<file path="src/rtl/pwd_lock_pkg.sv">
package pwd_lock_pkg;
  typedef struct packed {
    logic capture;   // read data on memRdData belongs to the region
    logic lastWord;  // this capture is the final word of the region
    logic tryMatch;  // evaluate the candidate this cycle
  } pwStrobe_t;
endpackage

</file>
<file path="src/rtl/pwd_lock_ctrl.sv">
module pwd_lock_ctrl
  import pwd_lock_pkg::*;
#(
  parameter int unsigned NUM_WORDS = 16,
  parameter int unsigned ADDR_W    = 16,
  parameter int unsigned BASE_ADDR = 16'h0010,
  localparam int unsigned IDX_W    = $clog2(NUM_WORDS)
) (
  input  logic              clk,
  input  logic              rst_n,
  input  logic              matchReq,
  output logic              memRdEn,
  output logic [ADDR_W-1:0] memAddr,
  output pwStrobe_t         strobe,
  output logic [IDX_W-1:0]  capIdx,
  output logic              scanDone
);
  localparam int unsigned CNT_W = IDX_W + 1;
  localparam logic [IDX_W-1:0] LAST_IDX = IDX_W'(NUM_WORDS - 1);

  logic [CNT_W-1:0] issueCnt;
  logic             issuing;
  logic             rdPend;
  logic [IDX_W-1:0] rdIdx;
  logic             doneQ;

  // NUM_WORDS is a power of two: the top count bit marks the end of issue
  assign issuing = ~issueCnt[IDX_W];
  assign memRdEn = issuing;
  assign memAddr = ADDR_W'(BASE_ADDR) + ADDR_W'(issueCnt);

  always_ff @(posedge clk or negedge rst_n) begin
    if (!rst_n) begin
      issueCnt <= '0;
      rdPend   <= 1'b0;
      rdIdx    <= '0;
      doneQ    <= 1'b0;
    end else begin
      if (issuing) issueCnt <= issueCnt + 1'b1;
      rdPend <= issuing;
      rdIdx  <= issueCnt[IDX_W-1:0];
      if (rdPend && (rdIdx == LAST_IDX)) doneQ <= 1'b1;
    end
  end

  always_comb begin
    strobe.capture  = rdPend;
    strobe.lastWord = rdPend && (rdIdx == LAST_IDX);
    strobe.tryMatch = doneQ && matchReq;
  end

  assign capIdx   = rdIdx;
  assign scanDone = doneQ;
endmodule

</file>
<file path="src/rtl/pwd_lock_dp.sv">
module pwd_lock_dp
  import pwd_lock_pkg::*;
#(
  parameter int unsigned NUM_WORDS = 16,
  parameter int unsigned WORD_W    = 16,
  localparam int unsigned IDX_W    = $clog2(NUM_WORDS),
  localparam int unsigned FLAT_W   = NUM_WORDS * WORD_W
) (
  input  logic              clk,
  input  logic              rst_n,
  input  pwStrobe_t         strobe,
  input  logic [IDX_W-1:0]  capIdx,
  input  logic [WORD_W-1:0] memRdData,
  input  logic [FLAT_W-1:0] matchWords,
  output logic              lockOut,
  output logic              matchOk,
  output logic              matchFail
);
  logic [FLAT_W-1:0] storedFlat;
  logic              allZero, allOnes;
  logic              wordZero, wordOnes;
  logic              candEq;
  logic              lockQ, okQ, failQ;

  assign wordZero = (memRdData == '0);
  assign wordOnes = (memRdData == '1);
  assign candEq   = (storedFlat == matchWords);

  always_ff @(posedge clk or negedge rst_n) begin
    if (!rst_n) begin
      storedFlat <= '0;
      allZero    <= 1'b1;
      allOnes    <= 1'b1;
      lockQ      <= 1'b0;
      okQ        <= 1'b0;
      failQ      <= 1'b0;
    end else begin
      okQ   <= 1'b0;
      failQ <= 1'b0;
      if (strobe.capture) begin
        storedFlat[capIdx*WORD_W +: WORD_W] <= memRdData;
        allZero <= allZero & wordZero;
        allOnes <= allOnes & wordOnes;
      end
      if (strobe.lastWord)
        lockQ <= ~((allZero & wordZero) | (allOnes & wordOnes));
      if (strobe.tryMatch) begin
        if (!lockQ || candEq) begin
          okQ   <= 1'b1;
          lockQ <= 1'b0;
        end else begin
          failQ <= 1'b1;
        end
      end
    end
  end

  assign lockOut   = lockQ;
  assign matchOk   = okQ;
  assign matchFail = failQ;
endmodule

</file>
<file path="src/rtl/pwd_lock.sv">
module pwd_lock
  import pwd_lock_pkg::*;
#(
  parameter int unsigned NUM_WORDS = 16,
  parameter int unsigned WORD_W    = 16,
  parameter int unsigned ADDR_W    = 16,
  parameter int unsigned BASE_ADDR = 16'h0010
) (
  input  logic                        clk,
  input  logic                        rst_n,
  output logic                        memRdEn,
  output logic [ADDR_W-1:0]           memAddr,
  input  logic [WORD_W-1:0]           memRdData,
  input  logic                        matchReq,
  input  logic [NUM_WORDS*WORD_W-1:0] matchWords,
  output logic                        lockOut,
  output logic                        scanDone,
  output logic                        matchOk,
  output logic                        matchFail
);
  localparam int unsigned IDX_W = $clog2(NUM_WORDS);

  pwStrobe_t        strobe;
  logic [IDX_W-1:0] capIdx;

  pwd_lock_ctrl #(
    .NUM_WORDS(NUM_WORDS), .ADDR_W(ADDR_W), .BASE_ADDR(BASE_ADDR)
  ) u_ctrl (
    .clk(clk), .rst_n(rst_n), .matchReq(matchReq),
    .memRdEn(memRdEn), .memAddr(memAddr),
    .strobe(strobe), .capIdx(capIdx), .scanDone(scanDone)
  );

  pwd_lock_dp #(
    .NUM_WORDS(NUM_WORDS), .WORD_W(WORD_W)
  ) u_dp (
    .clk(clk), .rst_n(rst_n), .strobe(strobe), .capIdx(capIdx),
    .memRdData(memRdData), .matchWords(matchWords),
    .lockOut(lockOut), .matchOk(matchOk), .matchFail(matchFail)
  );
endmodule

</file>
<file path="config.mk">
export PLATFORM = sky130hd
export DESIGN_NAME = pwd_lock
export DESIGN_NICKNAME = d
export VERILOG_FILES = /design/src/rtl/pwd_lock_pkg.sv /design/src/rtl/pwd_lock_ctrl.sv /design/src/rtl/pwd_lock_dp.sv /design/src/rtl/pwd_lock.sv
export SDC_FILE = /design/constraint.sdc
export NUM_CORES = 1
export LEC_CHECK = 0
export ABC_AREA = 1
export ABC_CLOCK_PERIOD_IN_PS = 4700
export BUFFER_PORTS_ARGS = -buffer_cell sky130_fd_sc_hd__clkbuf_2
export CAP_MARGIN = 30
export CORE_UTILIZATION = 40
export CTS_BUF_LIST = sky130_fd_sc_hd__clkbuf_4 sky130_fd_sc_hd__clkbuf_8
export DETAILED_ROUTE_END_ITERATION = 10
export PLACE_DENSITY_LB_ADDON = 0.2
export SYNTH_ARGS = -nofsm -noshare
export SYNTH_HDL_FRONTEND = slang
export SYNTH_SLANG_ARGS = --single-unit
</file>
<file path="constraint.sdc">
create_clock -name clk -period 4.7 [get_ports clk]
set_input_delay 1.175 -clock clk [delete_from_list [all_inputs] [get_ports clk]]
set_output_delay 1.175 -clock clk [all_outputs]
set_load 0.01 [all_outputs]
</file>
==> results of run 1 <==
[cell usage after synthesis]
cell type,count,area (um^2)
or2_1,1,6.26
nand2_2,3,18.8
nor3_2,2,20.0
buf_2,30,150
nand2_1,809,3040
nand3_1,18,90.1
o2111ai_1,1,8.76
buf_6,1,11.3
clkinv_1,1,3.75
nor2_2,4,25.0
inv_2,10,37.5
nor2_1,314,1180
buf_1,2,7.51
nor3_1,7,35.0
a21oi_1,22,110
clkbuf_2,1,5.00
buf_4,12,90.1
o31ai_1,27,203
o21ai_1,15,75.1
ha_1,4,50.1
clkbuf_1,19,71.3
or2_2,1,6.26
nand4_1,6,37.5
nor4_1,4,25.0
dfstp_2,2,52.6
inv_1,335,1260
xor2_1,108,946
dfrtp_1,270,6760
and3_1,1,6.26
o21ai_0,172,861
conb_1,1,3.75
nor3_4,1,16.3
nor2_4,5,56.3
xnor2_1,1,8.76
[power by group through the flow]
stage	logic, W	registers (W)	clock network [W]
4_1_cts	0.000602	0.00254	0.00244
2_1_floorplan	0.000332	0.00255	0
3_5_place_dp	0.000598	0.00258	0
3_3_place_gp	0.000582	0.00258	0
5_1_grt	0.000691	0.00255	0.00255
6_report	0.000596	0.00254	0.00240
[cell families (layout without fill, tap and decap cells)]
group | after synthesis | count (layout)
AOI/OAI and AO/OA | 237 | 237
xor gates and xnor gates | 109 | 109
adders and majority gates | 4 | 4
buffers and inverters | 411 | 716
DFF | 272 | 272
other | 1 | 13
and+or+nand+nor | 1176 | 1176
[registers in the layout, indices dropped and copies added, names as in the netlist]
signal	cells
u_dp.allOnes	1
u_dp.matchOk	1
u_ctrl.scanDone	1
u_dp.storedFlat	256
u_ctrl.issueCnt	5
u_ctrl.capIdx	4
u_dp.lockOut	1
u_dp.matchFail	1
u_dp.allZero	1
u_ctrl.rdPend	1
[metal layers]
metal | vias to the layer above | part of all wire
met5 | - | 0.00093
met4 | 6 | 0.034
met3 | 104 | 0.061
met2 | 467 | 0.46
met1 | 6479 | 0.45
li1 | 7173 | -
[area by class of cell]
class	instances	share of cell area
flip-flops and latches	272	0.375
well taps	511	0.0352
clock inverters	12	0.0105
diodes	3	0.000413
multi-input cells	1536	0.378
clock buffers	66	0.0455
inverters	346	0.0715
repair buffers	292	0.0842
[stage by stage]
| stage | hold WS [ns] | cells | worst slack (ns) | total power [W] | utilization |
|---|---|---|---|---|---|
| after global placement | 0.472 | 2955 | 1.42 | 0.00316 | 0.455 |
| after CTS | 0.447 | 3035 | 1.25 | 0.00558 | 0.483 |
| after global routing | 0.463 | 3038 | 0.852 | 0.00579 | 0.483 |
| after detailed placement | 0.478 | 2957 | 1.26 | 0.00318 | 0.456 |
| after floorplan | 0.441 | 2219 | 2.59 | 0.00289 | - |
| final | 0.467 | 3038 | 1.20 | 0.00553 | 0.483 |
[worst min path at each step]
stage                                       to                  from  depth (start not counted)
after detailed placement  u_dp.storedFlat[122]  u_dp.storedFlat[122]                          2
after global routing       u_dp.storedFlat[74]                 rst_n                          1
after global placement    u_dp.storedFlat[122]  u_dp.storedFlat[122]                          2
after floorplan                   u_dp.allOnes         u_ctrl.rdPend                          1
final                      u_dp.storedFlat[74]                 rst_n                          1
after CTS                  u_dp.storedFlat[74]                 rst_n                          1
==> results.yml, run 1 <==
layout:
  final_common_cell: "nand2_1"
  regArea_um2: 6810
  drive_gt1_frac: 0.158
  multi_input_comb_area_um2: 6860
  fin_nets: 2774
  fin_area_um2: 18200
  fillers: 3804
  final_cell_mix: "nand2_1, inv_1, nor2_1, clkbuf_2, dfrtp_1"
  syn_to_final_growth_pct: 19.0
pwr:
  pwr-share-clk: 0.433
  internal_power_w: 0.00411
  swShare: 0.257
  ir_drop_mv: 0.198
  p_leak_nw: 10.1
  p_comb_frac: 0.108
  p_per_area_nw_per_um2: 305
  switching_power_w: 0.00142
  seq_power_share: 0.459
setup_path:
  critPathSlowestCell: "nand3_1"
  crit_chain: "inv_1, ha_1, clkinv_1, nor2_4, nand3_1, o31ai_1"
  crit_arrival_ns: 3.95
  crit_type: "flop to flop"
  cp_max_fo: 32
  worst_setup_path_end_kind: "flop"
  rrSetupSlack_ns: 1.20
  worst-path-buf-inv: 2
  rr_endpoint: "u_dp.storedFlat[33]"
  crit_path_start: "u_ctrl.capIdx[0]"
  critPathLaunchType: "flop"
  crit_required_ns: 5.15
  cp_slowest_stage_delay_ns: 0.74
  r2r-start: "u_ctrl.capIdx[0]"
  endpoint: "u_dp.storedFlat[33]"
  reg2regPathDepth: 6
  crit_cells: 6
  path_delay_family: "simple AND/OR/NAND/NOR gates"
global_routing:
  grt_pass1_wl_mm: 73.6
  grt_max_degree: 130
  grt_usage: 0.251
  use_met3: 0.0420
  grt_pass1_vias: 13300
  grt_overflow: 0
  gr-usage-met2: 0.406
  top_usage_layer: "met2"
  antenna_found_initial: 6
  grt_use_met1: 0.338
yosys:
  synth_top_family_by_area: "simple AND/OR/NAND/NOR gates"
  yosys.area_share.simple: 0.299
  synthXorXnorAreaFrac: 0.0625
  synthMuxAreaShare: 0
  synth_compound_area_frac: 0.0824
  synth_warnings: 0
  yosys.cell_types.count: 34
  seq_area_frac_synth: 0.446
  synth_cells: 2210
  synth.avg_cell_area_um2: 6.91
  ys_ff_latch: 272
  synth.cell_area_um2: 15300
  synthAdderAreaFrac: 0.00328
timing:
  setup_viol: 0
  timing.final.crit_share: 0.744
  timing.slew.headroom: 0.304
  period_minus_slack_ns: 3.50
  rsz0062_at_grt: "no"
  setup_tns_ns: 0
  finClkSkew_ns: 0.0246
  finalMaxSlewViolations: 0
  tightest_slew_ns: 1.04
  fmax_ghz: 0.286
  hold_viol_final: 0
drt:
  post-route-drc-count: 0
  totalWireLength_mm: 48.3
  routedWlPerCell_um: 15.9
  drt_iter0_drc: 981
  vias: 14200
  firstDrtPassIters: 7
  vias_per_cell: 4.68
  antenna_left: 0
cts:
  root_buffer: "clkbuf_8"
  cts_tree: "built"
  numCtsBuffers: 47
  post_cts_buffers: 0
  cts_resized: 0
  clk_pin_slew_worst_paths_ns: 0.06
  cts_sinks: 272
  htree_levels: 2
  ctsHoldBuffers: 0
  insertion_delay_ns: 0.59
  cts.path.max_buffers: 3
status:
  status: "complete, no violations"
floorplan:
  die-area_um2: 39000
  core-area_um2: 37600
  fp-row-count: 71
  die_y_um: 197
  fp.dieW_um: 197
  start_util: 0.406
  ios: 296
place:
  portBuffers: 285
  dp_hpwl_mm: 37.5
  placed_area_um2: 17100
  gp_congestion: 0.941
job:
  drv_cap: 0
worst_hold_path:
  worstHoldPathType: "input pin to async pin"
No activity file was read; power rests on OpenSTA's default activity.
==> inputs of run 2 (changes only) <==
ABC_AREA = 0   (was 1)
ABC_CLOCK_PERIOD_IN_PS = 3100   (was 4700)
clock period = 3.1 ns   (was 4.7 ns; I/O delays follow)
==> run 2 against run 1 <==
Wire length is 6.1% higher. Die area is 12% lower. Worst hold slack worse by 0.29 ns. Sequential power is 52% higher. Clock power is 49% higher. Register-to-register slack worse by 0.88 ns. Largest power group unchanged. Core utilization is 2.1 points higher. Count of clock-buffer cells in the layout is 13 higher. Area after synthesis is 12% lower. Flip-flop and latch count stayed put. Highest routed layer is now met4. Non-clock buffer count is 55 higher. Final cell count is 28% lower.
==> results.yml, run 2 <==
yosys:
  synth.cell_area_um2: 13400
  yosys.cell_types.count: 41
  ys_top_cells_by_area: "dfrtp_1, xnor2_1, nand2_1, o21ai_0, nand4_1"
  synth_warnings: 0
  seq_area_frac_synth: 0.508
  synth_ff_type: "dfrtp_1"
  yosys.cell_count.top_type: "nand2_1"
  ys_ff_latch: 272
  synth_common_cells: "nand2_1, dfrtp_1, xnor2_1"
  synth_edf_count: 0
  synth_cells: 1383
  synth_top_area_share: 0.504
  synthArstFlopShare: 1.00
  yosysTopAreaCell: "dfrtp_1"
  synth.avg_cell_area_um2: 9.70
timing:
  setup_tns_ns: 0
  rsz0062_at_grt: "no"
  fmax_ghz: 0.359
  tightest_slew_ns: 0.653
  timing.slew.headroom: 0.561
  hold_viol_final: 0
  setup_viol: 0
  timing.final.crit_share: 0.898
  setup_ws_ns: 0.317
  period_minus_slack_ns: 2.78
  finClkSkew_ns: 0.0205
  finalMaxSlewViolations: 0
pwr:
  seq_power_share: 0.456
  p_comb_frac: 0.121
  p_total_w: 0.00847
  ir_drop_mv: 0.238
  swShare: 0.264
  switching_power_w: 0.00224
  p_per_area_nw_per_um2: 512
  p_leak_nw: 7.34
  internal_power_w: 0.00624
  pwr-share-clk: 0.423
place:
  gp_congestion: 0.935
  pre_cts_ws_ns: -0.159
  portBuffers: 285
  dp_hpwl_mm: 38.8
setup_path:
  crit_required_ns: 3.53
  cp_max_fo: 2
  critPathLaunchType: "flop"
  crit_arrival_ns: 3.22
  crit_type: "flop to flop"
  worst_setup_path_end_kind: "flop"
  crit_chain: "xnor2_1, nand4_1, nor4_1, nand4_1, nor4_1, buf_4, a311oi_1"
  critPathSlowestCell: "nor4_1"
  cp_slowest_stage_delay_ns: 0.68
global_routing:
  antenna_found_initial: 1
  grt_usage: 0.306
  grt_pass1_vias: 11400
  grt_overflow: 0
  grt_pass1_wl_mm: 73.6
  grt_max_degree: 74
floorplan:
  fp.dieW_um: 185
  die-area_um2: 34300
  core-area_um2: 32800
  start_util: 0.409
  ios: 296
  fp-row-count: 66
  die_y_um: 185
drt:
  post-route-drc-count: 0
  drt_iter0_drc: 922
  firstDrtPassIters: 6
  vias: 11500
  totalWireLength_mm: 51.3
  routedWlPerCell_um: 23.5
  vias_per_cell: 5.26
  antenna_left: 0
layout:
  final_cell_mix: "nand2_1, clkbuf_2, dfrtp_1, xnor2_1, o21ai_0"
  multi_input_comb_area_um2: 6190
  final_common_cell: "nand2_1"
  antennaDiodeCount: 0
  fin_nets: 1984
  fillers: 3167
  regArea_um2: 6810
  largest_reg_flops: 256
  syn_to_final_growth_pct: 23.3
  drive_gt1_frac: 0.275
  top_register: "u_dp.storedFlat"
cts:
  post_cts_buffers: 0
  htree_levels: 2
  numCtsBuffers: 48
  root_buffer: "clkbuf_8"
  ctsHoldBuffers: 0
  insertion_delay_ns: 0.58
  cts.path.max_buffers: 3
  cts_tree: "built"
  cts_sinks: 272
  clk_pin_slew_worst_paths_ns: 0.06
  cts_resized: 0
worst_hold_path:
  worstHoldPathType: "input pin to async pin"
status:
  status: "complete, no violations"
job:
  drv_cap: 0
==> run 2: logic make-up (layout without fill, tap and decap cells) <==
family          count (synthesis)  count (layout)  share of synthesized area
other cells                     1              10                   0.000280
xor+xnor                      259             259                      0.169
fa+ha+maj                       4               4                    0.00373
buf+inv                        90             437                     0.0333
mux                            24              24                     0.0202
compound gates                225             225                     0.0892
simple gates                  508             508                      0.177
flops                         272             272                      0.508
==> run 2: power by group through the flow <==
stage | Sequential, W | Combinational [W] | Clock, W
final | 0.00387 | 0.00102 | 0.00358
after global routing | 0.00388 | 0.00110 | 0.00378
after CTS | 0.00386 | 0.00102 | 0.00361
after detailed placement | 0.00393 | 0.00102 | 0
after global placement | 0.00392 | 0.00101 | 0
after floorplan | 0.00388 | 0.000465 | 0
==> run 2: worst max-delay path, delay by kind of cell, from the launching register on <==
family | cells | cell delay, ns
and+or+nand+nor | 4 | 1.65
buffers and inverters | 1 | 0.17
DFF | 1 | 0.39
AOI/OAI and AO/OA | 1 | 0.08
xor gates and xnor gates | 1 | 0.36
==> run 2: final cells by class <==
type | count | area share
flip-flops and latches | 272 | 0.412
clock inverters | 5 | 0.00325
clock buffers | 79 | 0.0589
well taps | 442 | 0.0334
repair buffers | 347 | 0.117
inverters | 6 | 0.00136
multi-input cells | 1030 | 0.374
==> run 2: layer usage <==
metal	track usage	share of wire	vias up
met2	0.478	0.45	508
met1	0.419	0.43	5599
met5	0	0	-
met4	0.108	0.033	0
met3	0.0645	0.080	73
li1	-	-	5297
==> run 2: stage by stage <==
step                      hold slack, ns  area [um^2]   util  instances
after floorplan                    0.448        13400      -       1392
after global placement             0.449        15500  0.473       2097
after detailed placement           0.456        15500  0.473       2097
after CTS                          0.200        16500  0.505       2181
after global routing               0.216        16500  0.505       2181
final                              0.179        16500  0.505       2181
==> run 2: path summary, 6_finish.rpt <==
kind                       cells past startpoint  slack [ns]                    to           startpoint
hold / removal                                 1        0.18  u_dp.storedFlat[161]                rst_n
setup / recovery                               7        0.32          u_dp.lockOut  u_dp.storedFlat[21]
setup reg to reg                               7        0.32          u_dp.lockOut  u_dp.storedFlat[21]
max in group asynchronous                      2        2.10  u_dp.storedFlat[108]                rst_n
min in group clk                               0        0.47      u_ctrl.capIdx[1]   u_ctrl.issueCnt[1]
hold reg to reg                                0        0.47      u_ctrl.capIdx[1]   u_ctrl.issueCnt[1]
